`src/rtl/lockable_timer_pkg.sv`:
```
package lockable_timer_pkg;
  localparam int CNT_W  = 32;
  localparam int PCNT_W = 10;

  localparam logic [3:0] A_CTRL = 4'd0;
  localparam logic [3:0] A_MODE = 4'd1;
  localparam logic [3:0] A_INV  = 4'd2;
  localparam logic [3:0] A_WAVE = 4'd3;
  localparam logic [3:0] A_EVT  = 4'd4;
  localparam logic [3:0] A_CNT  = 4'd5;
  localparam logic [3:0] A_CAP0 = 4'd8;

  typedef enum logic [1:0] {
    SZ_8   = 2'd0,
    SZ_16  = 2'd1,
    SZ_32  = 2'd2,
    SZ_32B = 2'd3
  } size_e;

  function automatic logic [CNT_W-1:0] top_of(input logic [1:0] sz);
    case (size_e'(sz))
      SZ_8:    top_of = 32'h0000_00FF;
      SZ_16:   top_of = 32'h0000_FFFF;
      default: top_of = 32'hFFFF_FFFF;
    endcase
  endfunction

  function automatic logic [PCNT_W-1:0] ratio_m1(input logic [2:0] code);
    case (code)
      3'd0:    ratio_m1 = 10'd0;
      3'd1:    ratio_m1 = 10'd1;
      3'd2:    ratio_m1 = 10'd3;
      3'd3:    ratio_m1 = 10'd7;
      3'd4:    ratio_m1 = 10'd15;
      3'd5:    ratio_m1 = 10'd63;
      3'd6:    ratio_m1 = 10'd255;
      default: ratio_m1 = 10'd1023;
    endcase
  endfunction
endpackage

```
`src/rtl/lt_regs.sv`:
```
module lt_regs
  import lockable_timer_pkg::*;
#(
  parameter int NCH    = 2,
  parameter int ADDR_W = 4
) (
  input  logic              clk,
  input  logic              rst,
  input  logic              bus_wr,
  input  logic [ADDR_W-1:0] bus_addr,
  input  logic [31:0]       bus_wdata,
  input  logic              os_stop,
  output logic              sw_clr,
  output logic              run_q,
  output logic [1:0]        size_q,
  output logic [2:0]        pres_q,
  output logic [NCH-1:0]    capen_q,
  output logic              down_q,
  output logic              oneshot_q,
  output logic [NCH-1:0]    inv_q,
  output logic [1:0]        wave_sel_q,
  output logic [3:0]        evt_sel_q
);
  logic wr_ctrl, wr_mode, wr_inv, wr_wave, wr_evt;
  logic unused_wdata;

  assign unused_wdata = ^bus_wdata;
  assign wr_ctrl = bus_wr && (bus_addr == ADDR_W'(A_CTRL));
  assign wr_mode = bus_wr && (bus_addr == ADDR_W'(A_MODE));
  assign wr_inv  = bus_wr && (bus_addr == ADDR_W'(A_INV));
  assign wr_wave = bus_wr && (bus_addr == ADDR_W'(A_WAVE));
  assign wr_evt  = bus_wr && (bus_addr == ADDR_W'(A_EVT));
  assign sw_clr  = wr_ctrl && bus_wdata[1];

  always_ff @(posedge clk) begin
    if (rst || sw_clr) begin
      run_q      <= 1'b0;
      size_q     <= SZ_16;
      pres_q     <= '0;
      capen_q    <= '0;
      down_q     <= 1'b0;
      oneshot_q  <= 1'b0;
      inv_q      <= '0;
      wave_sel_q <= '0;
      evt_sel_q  <= '0;
    end else begin
      // the run bit is always writable; the rest only while stopped
      if (wr_ctrl) begin
        run_q <= bus_wdata[0];
        if (!run_q) begin
          size_q  <= bus_wdata[3:2];
          pres_q  <= bus_wdata[6:4];
          capen_q <= bus_wdata[8 +: NCH];
        end
      end else if (os_stop) begin
        run_q <= 1'b0;
      end
      if (wr_mode) begin
        down_q    <= bus_wdata[0];
        oneshot_q <= bus_wdata[1];
      end
      if (wr_inv && !run_q)  inv_q      <= bus_wdata[NCH-1:0];
      if (wr_wave && !run_q) wave_sel_q <= bus_wdata[1:0];
      if (wr_evt && !run_q)  evt_sel_q  <= bus_wdata[3:0];
    end
  end
endmodule

```
`src/rtl/lt_prescaler.sv`:
```
module lt_prescaler
  import lockable_timer_pkg::*;
(
  input  logic       clk,
  input  logic       rst,
  input  logic       active,
  input  logic [2:0] code,
  output logic       tick
);
  logic [PCNT_W-1:0] pcnt;

  assign tick = active && (pcnt == ratio_m1(code));

  always_ff @(posedge clk) begin
    if (rst || !active) pcnt <= '0;
    else if (tick)      pcnt <= '0;
    else                pcnt <= pcnt + 1'b1;
  end
endmodule

```
`src/rtl/lt_core.sv`:
```
module lt_core
  import lockable_timer_pkg::*;
(
  input  logic             clk,
  input  logic             rst,
  input  logic             clr,
  input  logic             run,
  input  logic             tick,
  input  logic [1:0]       size,
  input  logic             down,
  input  logic             oneshot,
  output logic             active,
  output logic             os_stop,
  output logic             wave_q,
  output logic             ovf_q,
  output logic [CNT_W-1:0] count_q
);
  logic             run_prev;
  logic             start;
  logic [CNT_W-1:0] top, limit, wrap_to;
  logic             wrap;

  assign top     = top_of(size);
  assign limit   = down ? '0 : top;
  assign wrap_to = down ? top : '0;
  assign start   = run && !run_prev;
  assign active  = run && run_prev;
  assign wrap    = tick && (count_q == limit);
  assign os_stop = wrap && oneshot;

  always_ff @(posedge clk) begin
    if (rst || clr) begin
      run_prev <= 1'b0;
      count_q  <= '0;
      ovf_q    <= 1'b0;
      wave_q   <= 1'b0;
    end else begin
      run_prev <= run;
      ovf_q    <= wrap;
      if (start) begin
        count_q <= wrap_to;
        wave_q  <= 1'b0;
      end else if (wrap) begin
        wave_q <= ~wave_q;
        if (!oneshot) count_q <= wrap_to;
      end else if (tick) begin
        count_q <= down ? count_q - 1'b1 : count_q + 1'b1;
      end
    end
  end
endmodule

```
`src/rtl/lt_channels.sv`:
```
module lt_channels
  import lockable_timer_pkg::*;
#(
  parameter int NCH = 2
) (
  input  logic                 clk,
  input  logic                 rst,
  input  logic                 clr,
  input  logic                 active,
  input  logic [NCH-1:0]       capen,
  input  logic [NCH-1:0]       inv,
  input  logic [NCH-1:0]       ch_in,
  input  logic                 wave,
  input  logic [CNT_W-1:0]     count,
  output logic [NCH-1:0]       ch_out,
  output logic [NCH*CNT_W-1:0] cap_flat
);
  for (genvar i = 0; i < NCH; i++) begin : g_ch
    logic sig, prev_q;
    assign sig = ch_in[i] ^ inv[i];

    always_ff @(posedge clk) begin
      if (rst || clr) begin
        prev_q                  <= 1'b0;
        ch_out[i]               <= 1'b0;
        cap_flat[i*CNT_W +: CNT_W] <= '0;
      end else begin
        prev_q    <= sig;
        ch_out[i] <= capen[i] ? 1'b0 : (wave ^ inv[i]);
        if (active && capen[i] && sig && !prev_q)
          cap_flat[i*CNT_W +: CNT_W] <= count;
      end
    end
  end
endmodule

```
`src/rtl/lockable_timer.sv`:
```
module lockable_timer
  import lockable_timer_pkg::*;
#(
  parameter int NCH    = 2,
  parameter int ADDR_W = 4
) (
  input  logic              clk,
  input  logic              rst,
  input  logic              bus_wr,
  input  logic [ADDR_W-1:0] bus_addr,
  input  logic [31:0]       bus_wdata,
  output logic [31:0]       bus_rdata,
  input  logic [NCH-1:0]    ch_in,
  output logic [NCH-1:0]    ch_out,
  output logic [31:0]       count_value,
  output logic              ovf_pulse
);
  logic                 sw_clr, run_q, down_q, oneshot_q;
  logic [1:0]           size_q, wave_sel_q;
  logic [2:0]           pres_q;
  logic [3:0]           evt_sel_q;
  logic [NCH-1:0]       capen_q, inv_q;
  logic                 os_stop, tick, active, wave_q;
  logic [NCH*CNT_W-1:0] cap_flat;
  logic [31:0]          rd_next;

  lt_regs #(.NCH(NCH), .ADDR_W(ADDR_W)) u_regs (
    .clk(clk), .rst(rst), .bus_wr(bus_wr), .bus_addr(bus_addr),
    .bus_wdata(bus_wdata), .os_stop(os_stop), .sw_clr(sw_clr),
    .run_q(run_q), .size_q(size_q), .pres_q(pres_q), .capen_q(capen_q),
    .down_q(down_q), .oneshot_q(oneshot_q), .inv_q(inv_q),
    .wave_sel_q(wave_sel_q), .evt_sel_q(evt_sel_q)
  );

  lt_prescaler u_pres (
    .clk(clk), .rst(rst || sw_clr), .active(active), .code(pres_q), .tick(tick)
  );

  lt_core u_core (
    .clk(clk), .rst(rst), .clr(sw_clr), .run(run_q), .tick(tick),
    .size(size_q), .down(down_q), .oneshot(oneshot_q), .active(active),
    .os_stop(os_stop), .wave_q(wave_q), .ovf_q(ovf_pulse), .count_q(count_value)
  );

  lt_channels #(.NCH(NCH)) u_chan (
    .clk(clk), .rst(rst), .clr(sw_clr), .active(active), .capen(capen_q),
    .inv(inv_q), .ch_in(ch_in), .wave(wave_q), .count(count_value),
    .ch_out(ch_out), .cap_flat(cap_flat)
  );

  always_comb begin
    rd_next = '0;
    case (bus_addr)
      ADDR_W'(A_CTRL): begin
        rd_next[0]        = run_q;
        rd_next[3:2]      = size_q;
        rd_next[6:4]      = pres_q;
        rd_next[8 +: NCH] = capen_q;
      end
      ADDR_W'(A_MODE): rd_next[1:0]     = {oneshot_q, down_q};
      ADDR_W'(A_INV):  rd_next[NCH-1:0] = inv_q;
      ADDR_W'(A_WAVE): rd_next[1:0]     = wave_sel_q;
      ADDR_W'(A_EVT):  rd_next[3:0]     = evt_sel_q;
      ADDR_W'(A_CNT):  rd_next          = count_value;
      default: begin
        for (int i = 0; i < NCH; i++)
          if (bus_addr == ADDR_W'(A_CAP0) + ADDR_W'(i))
            rd_next = cap_flat[i*CNT_W +: CNT_W];
      end
    endcase
  end

  always_ff @(posedge clk) begin
    if (rst) bus_rdata <= '0;
    else     bus_rdata <= rd_next;
  end
endmodule

```
`config.mk`:
```
export PLATFORM = sky130hd
export DESIGN_NAME = lockable_timer
export DESIGN_NICKNAME = d
export VERILOG_FILES = /design/src/rtl/lockable_timer_pkg.sv /design/src/rtl/lt_regs.sv /design/src/rtl/lt_prescaler.sv /design/src/rtl/lt_core.sv /design/src/rtl/lt_channels.sv /design/src/rtl/lockable_timer.sv
export SDC_FILE = /design/constraint.sdc
export NUM_CORES = 1
export LEC_CHECK = 0
export BUFFER_PORTS_ARGS = -buffer_cell sky130_fd_sc_hd__buf_2
export CORE_ASPECT_RATIO = 1.25
export CORE_MARGIN = 1.5
export CORE_UTILIZATION = 50
export CTS_CLUSTER_DIAMETER = 30
export DETAILED_ROUTE_END_ITERATION = 7
export PLACE_DENSITY_LB_ADDON = 0.05
export SLEW_MARGIN = 20
export SYNTH_ARGS = -nofsm -noshare
export SYNTH_HDL_FRONTEND = slang
export SYNTH_HIERARCHICAL = 1
export SYNTH_SLANG_ARGS = --single-unit
```
`constraint.sdc`:
```
create_clock -name clk -period 2.9 [get_ports clk]
set_input_delay 0.29 -clock clk [delete_from_list [all_inputs] [get_ports clk]]
set_output_delay 0.29 -clock clk [all_outputs]
set_load 0.005 [all_outputs]
```
==> results.md <==
* Worst-case reg-to-reg path depth at 14
* Period utilization at 98.0%
* Wire length on met1 at 11.3 mm
* Max Clk Rate at 352 MHz
* Rows at 54
* WP data arrival at 3210 ps
* Clk Latency, worst-skew pair at 430 ps
* XOR/XNOR share of the synthesized area at 3.58%
* Total Power at 4.79 mW
* Max Fanout on Critical Path at 10
* Post-synthesis mux area share at 11.5%
* Final Hold Viols at 0
* Most common library cells after synthesis: 163 x dfxtp_1, 136 x nand2_1, 105 x nor2_1
* Max cap viols at 0
* Req. time, crit path at 3260 ps
* CTS Sinks at 163
* Synth Instances at 1058
* Worst-Margin Slew at 1050 ps
* DRC violations left at 0
* Share of the synthesized area in the top cell type at 36.1%
* Number of antenna violations at the first check in global routing at 0
* DR pass1 iterations at 5
* Largest net degree at the start of global routing at 97
* Post-Syn Area at 9040 µm²
* Compound-Gate Fraction of Synth Area at 19.1%
* Reg clk slew, reported paths at 70 ps
* Asr flop ratio synth at 0%
* Total wire length at 25.8 mm
* Count leader, synth: dfxtp_1
* Antenna Diode Count at 0
* Vias in the first global route at 8006
* Worst path bufs/invs at 3
* Die Y-Extent at 153 µm
* Post-layout util at 63.4%
* Largest family of logic cells by synthesized area: simple AND/OR/NAND/NOR gates
* CP dominant cell by count: buf_4
* Final Max Slew Viols at 0
* Final RePlAce weighted congestion at 0.859
* Post-Synth Adder-Cell Area at 4.51%
* Relative slew margins at 29.9%
* Highest routed layer: met4
* Simple-Gate Fraction of Synth Area at 20.5%
* CTS Root Cell: clkbuf_16
* I/O Buffers at 84
* Routed wl met2 at 12.8 mm
* Crit path max-delay cell type: or4_4
* FF+latch count, synth at 163
* Layout cells sized above 1 at 25.1%
* Crit end category: flip-flop
* Total track usage at 27.8%
* Hold slack at 105 ps
* Final min period at 2840 ps
* Peak supply drop at 341 µV
* Hold Path Stages at 3
* Syn nets at 1131
* Unrepaired setup endpoints after global routing: true
* CORE AREA at 17600 µm²
* Placed Area at 10300 µm²
* Met3 wire len at 1.14 mm
* Post-synth top area cell: dfxtp_1
* # nets final at 1304
* Chip Width at 123 µm
* Post-DRT Antenna Nets at 0
* Static Leak at 4.85 nW
* CTS tree: yes
* CP Cell Sequence: or3_4 > or4_4 > nand3_4 > and2_4 > and2_1 > and4_4 > o21a_1 > buf_4 > a21oi_2 > a22oi_1 > buf_4 > buf_12 > o211ai_1 > nand3_1
* Max Clock Skew at 8.72 ps
* Slowest Stage Delay on Critical Path at 430 ps
* Count of cell types in the netlist at 87
* Initial core utilization at 51.5%
* Status: finished clean
* First-pass GRT wire length at 41.0 mm
* Post-detail-place hpwl at 18.2 mm
* Drt initial violations at 586
* Syn avg cell area at 8.55 µm²
* Synth-to-Final Area Change at 23.3%
* HP Class: in -> reg
* Final Cell Area at 11100 µm²
* PwrDens at 430 nW/µm²
* TritonCTS Buffers at 17
* Crit path depth at 14
* I/O Pins at 108
* Area of the die at 18900 µm²
* CTS max path bufs at 2
* CTS H-tree lvls at 4
* Vias per cell at 5.72
* Predominant post-synthesis flop cell: dfxtp_1
* Worst path top cell family by delay: simple AND/OR/NAND/NOR gates
* Synth top area cells: dfxtp_1 36%, mux2i_1 11%, a21oi_1 5.6%
* Post-synth EDFFs at 0
* CP Class: reg -> reg
* Warnings, synthesis at 6
* Setup violations, final at 0
* Gr ovfl total at 0
* WL/cell at 17.6 µm
* Share of the yosys chip area belonging to registers at 36.1%
* Vias post-DR at 8399
* Worst Setup Start Kind: flip-flop
## tightest hold or removal path: cells and delay by family
kind / cells / cell delay (ps)
buf+inv: 1 / 100
simple gates: 1 / 50
compound gates: 1 / 50
## metrics by stage
step,setup WS (ps),instances,setup TNS (ps)
floorplan,62.0,1058,0
global placement,-45.3,1427,-78.8
detailed placement,-72.0,1427,-197
CTS,9.22,1462,0
global route,-28.3,1468,-56.8
finish,57.3,1468,0
## layout make-up
type                       count  area (µm²)
fill                        1581        6420
multi-input combinational    827        5510
sequential                   163        3270
timing repair buffer         213        1460
clock buffer                  18         429
tap                          224         280
clock inverter                14         160
inverter                       9        33.8
## cell families after synthesis
group | after synthesis
simple gates | 384
compound gates | 272
flops | 163
mux | 102
buf+inv | 68
xor+xnor | 37
fa+ha+maj | 32
## routing by layer
metal  track usage, %  up-vias
li1                 -     4158
met1             34.7     3967
met2             47.8      235
met3             4.93       39
met4             9.20        0
met5                0        -
## flip-flops by register name (all words and copies together), names as in the netlist
| name | flops |
|---|---|
| u_chan/cap_flat | 64 |
| bus_rdata | 32 |
| u_core/count_q | 32 |
| u_pres/pcnt | 10 |
| u_regs/evt_sel_q | 4 |
| u_regs/pres_q | 3 |
| u_chan/ch_out | 2 |
| u_chan/g_ch.prev_q | 2 |
| u_regs/capen_q | 2 |
| u_regs/inv_q | 2 |
| u_regs/size_q | 2 |
| u_regs/wave_sel_q | 2 |
| u_core/ovf_q | 1 |
| u_core/run_prev | 1 |
| u_core/wave_q | 1 |
| u_regs/down_q | 1 |
| u_regs/oneshot_q | 1 |
| u_regs/run_q | 1 |
## layout by cell type, fill, tap and decap left out, drive strengths merged, types with 5 or more instances in the layout
| cell type | instances |
|---|---|
| clkbuf | 18 |
| and2 | 13 |
| a21o | 17 |
| xnor2 | 20 |
| buf | 213 |
| mux2 | 5 |
| dfxtp | 163 |
| ha | 31 |
| and3 | 13 |
| nor4 | 9 |
| nand3 | 27 |
| nand2b | 10 |
| a21oi | 104 |
| or3 | 5 |
| mux2i | 96 |
| nor2 | 105 |
| nor3 | 13 |
| a31oi | 9 |
| a22oi | 6 |
| inv | 18 |
| o21ai | 62 |
| a211oi | 17 |
| or2 | 6 |
| nand4 | 20 |
| xor2 | 17 |
| nor2b | 9 |
| o22a | 6 |
| o21bai | 6 |
| o21a | 6 |
| o211ai | 5 |
| nand2 | 136 |
## worst paths after layout
check                       from                  end  slack [ps]
min reg2reg  u_chan/cap_flat[11]  u_chan/cap_flat[11]         460
max reg2reg     u_regs/pres_q[2]   u_core/count_q[28]          60
min                 bus_wdata[5]     u_regs/pres_q[1]         100
max             u_regs/pres_q[2]   u_core/count_q[28]          60
## power by group
group | leakage, nW | switching [mW] | internal, mW
logic | 3.25 | 0.169 | 0.0929
registers | 1.32 | 0.0112 | 2.25
clock network | 0.287 | 1.04 | 1.23
## repair_timing
item,CTS,global route
endpoints found under the hold margin,0,0
pin swaps,6,17
endpoints found under the setup margin,11,32
setup buffers,3,5
gates cloned,0,1
resized for setup,8,38
hold buffers,0,0
(Power assumes the default switching activity.)
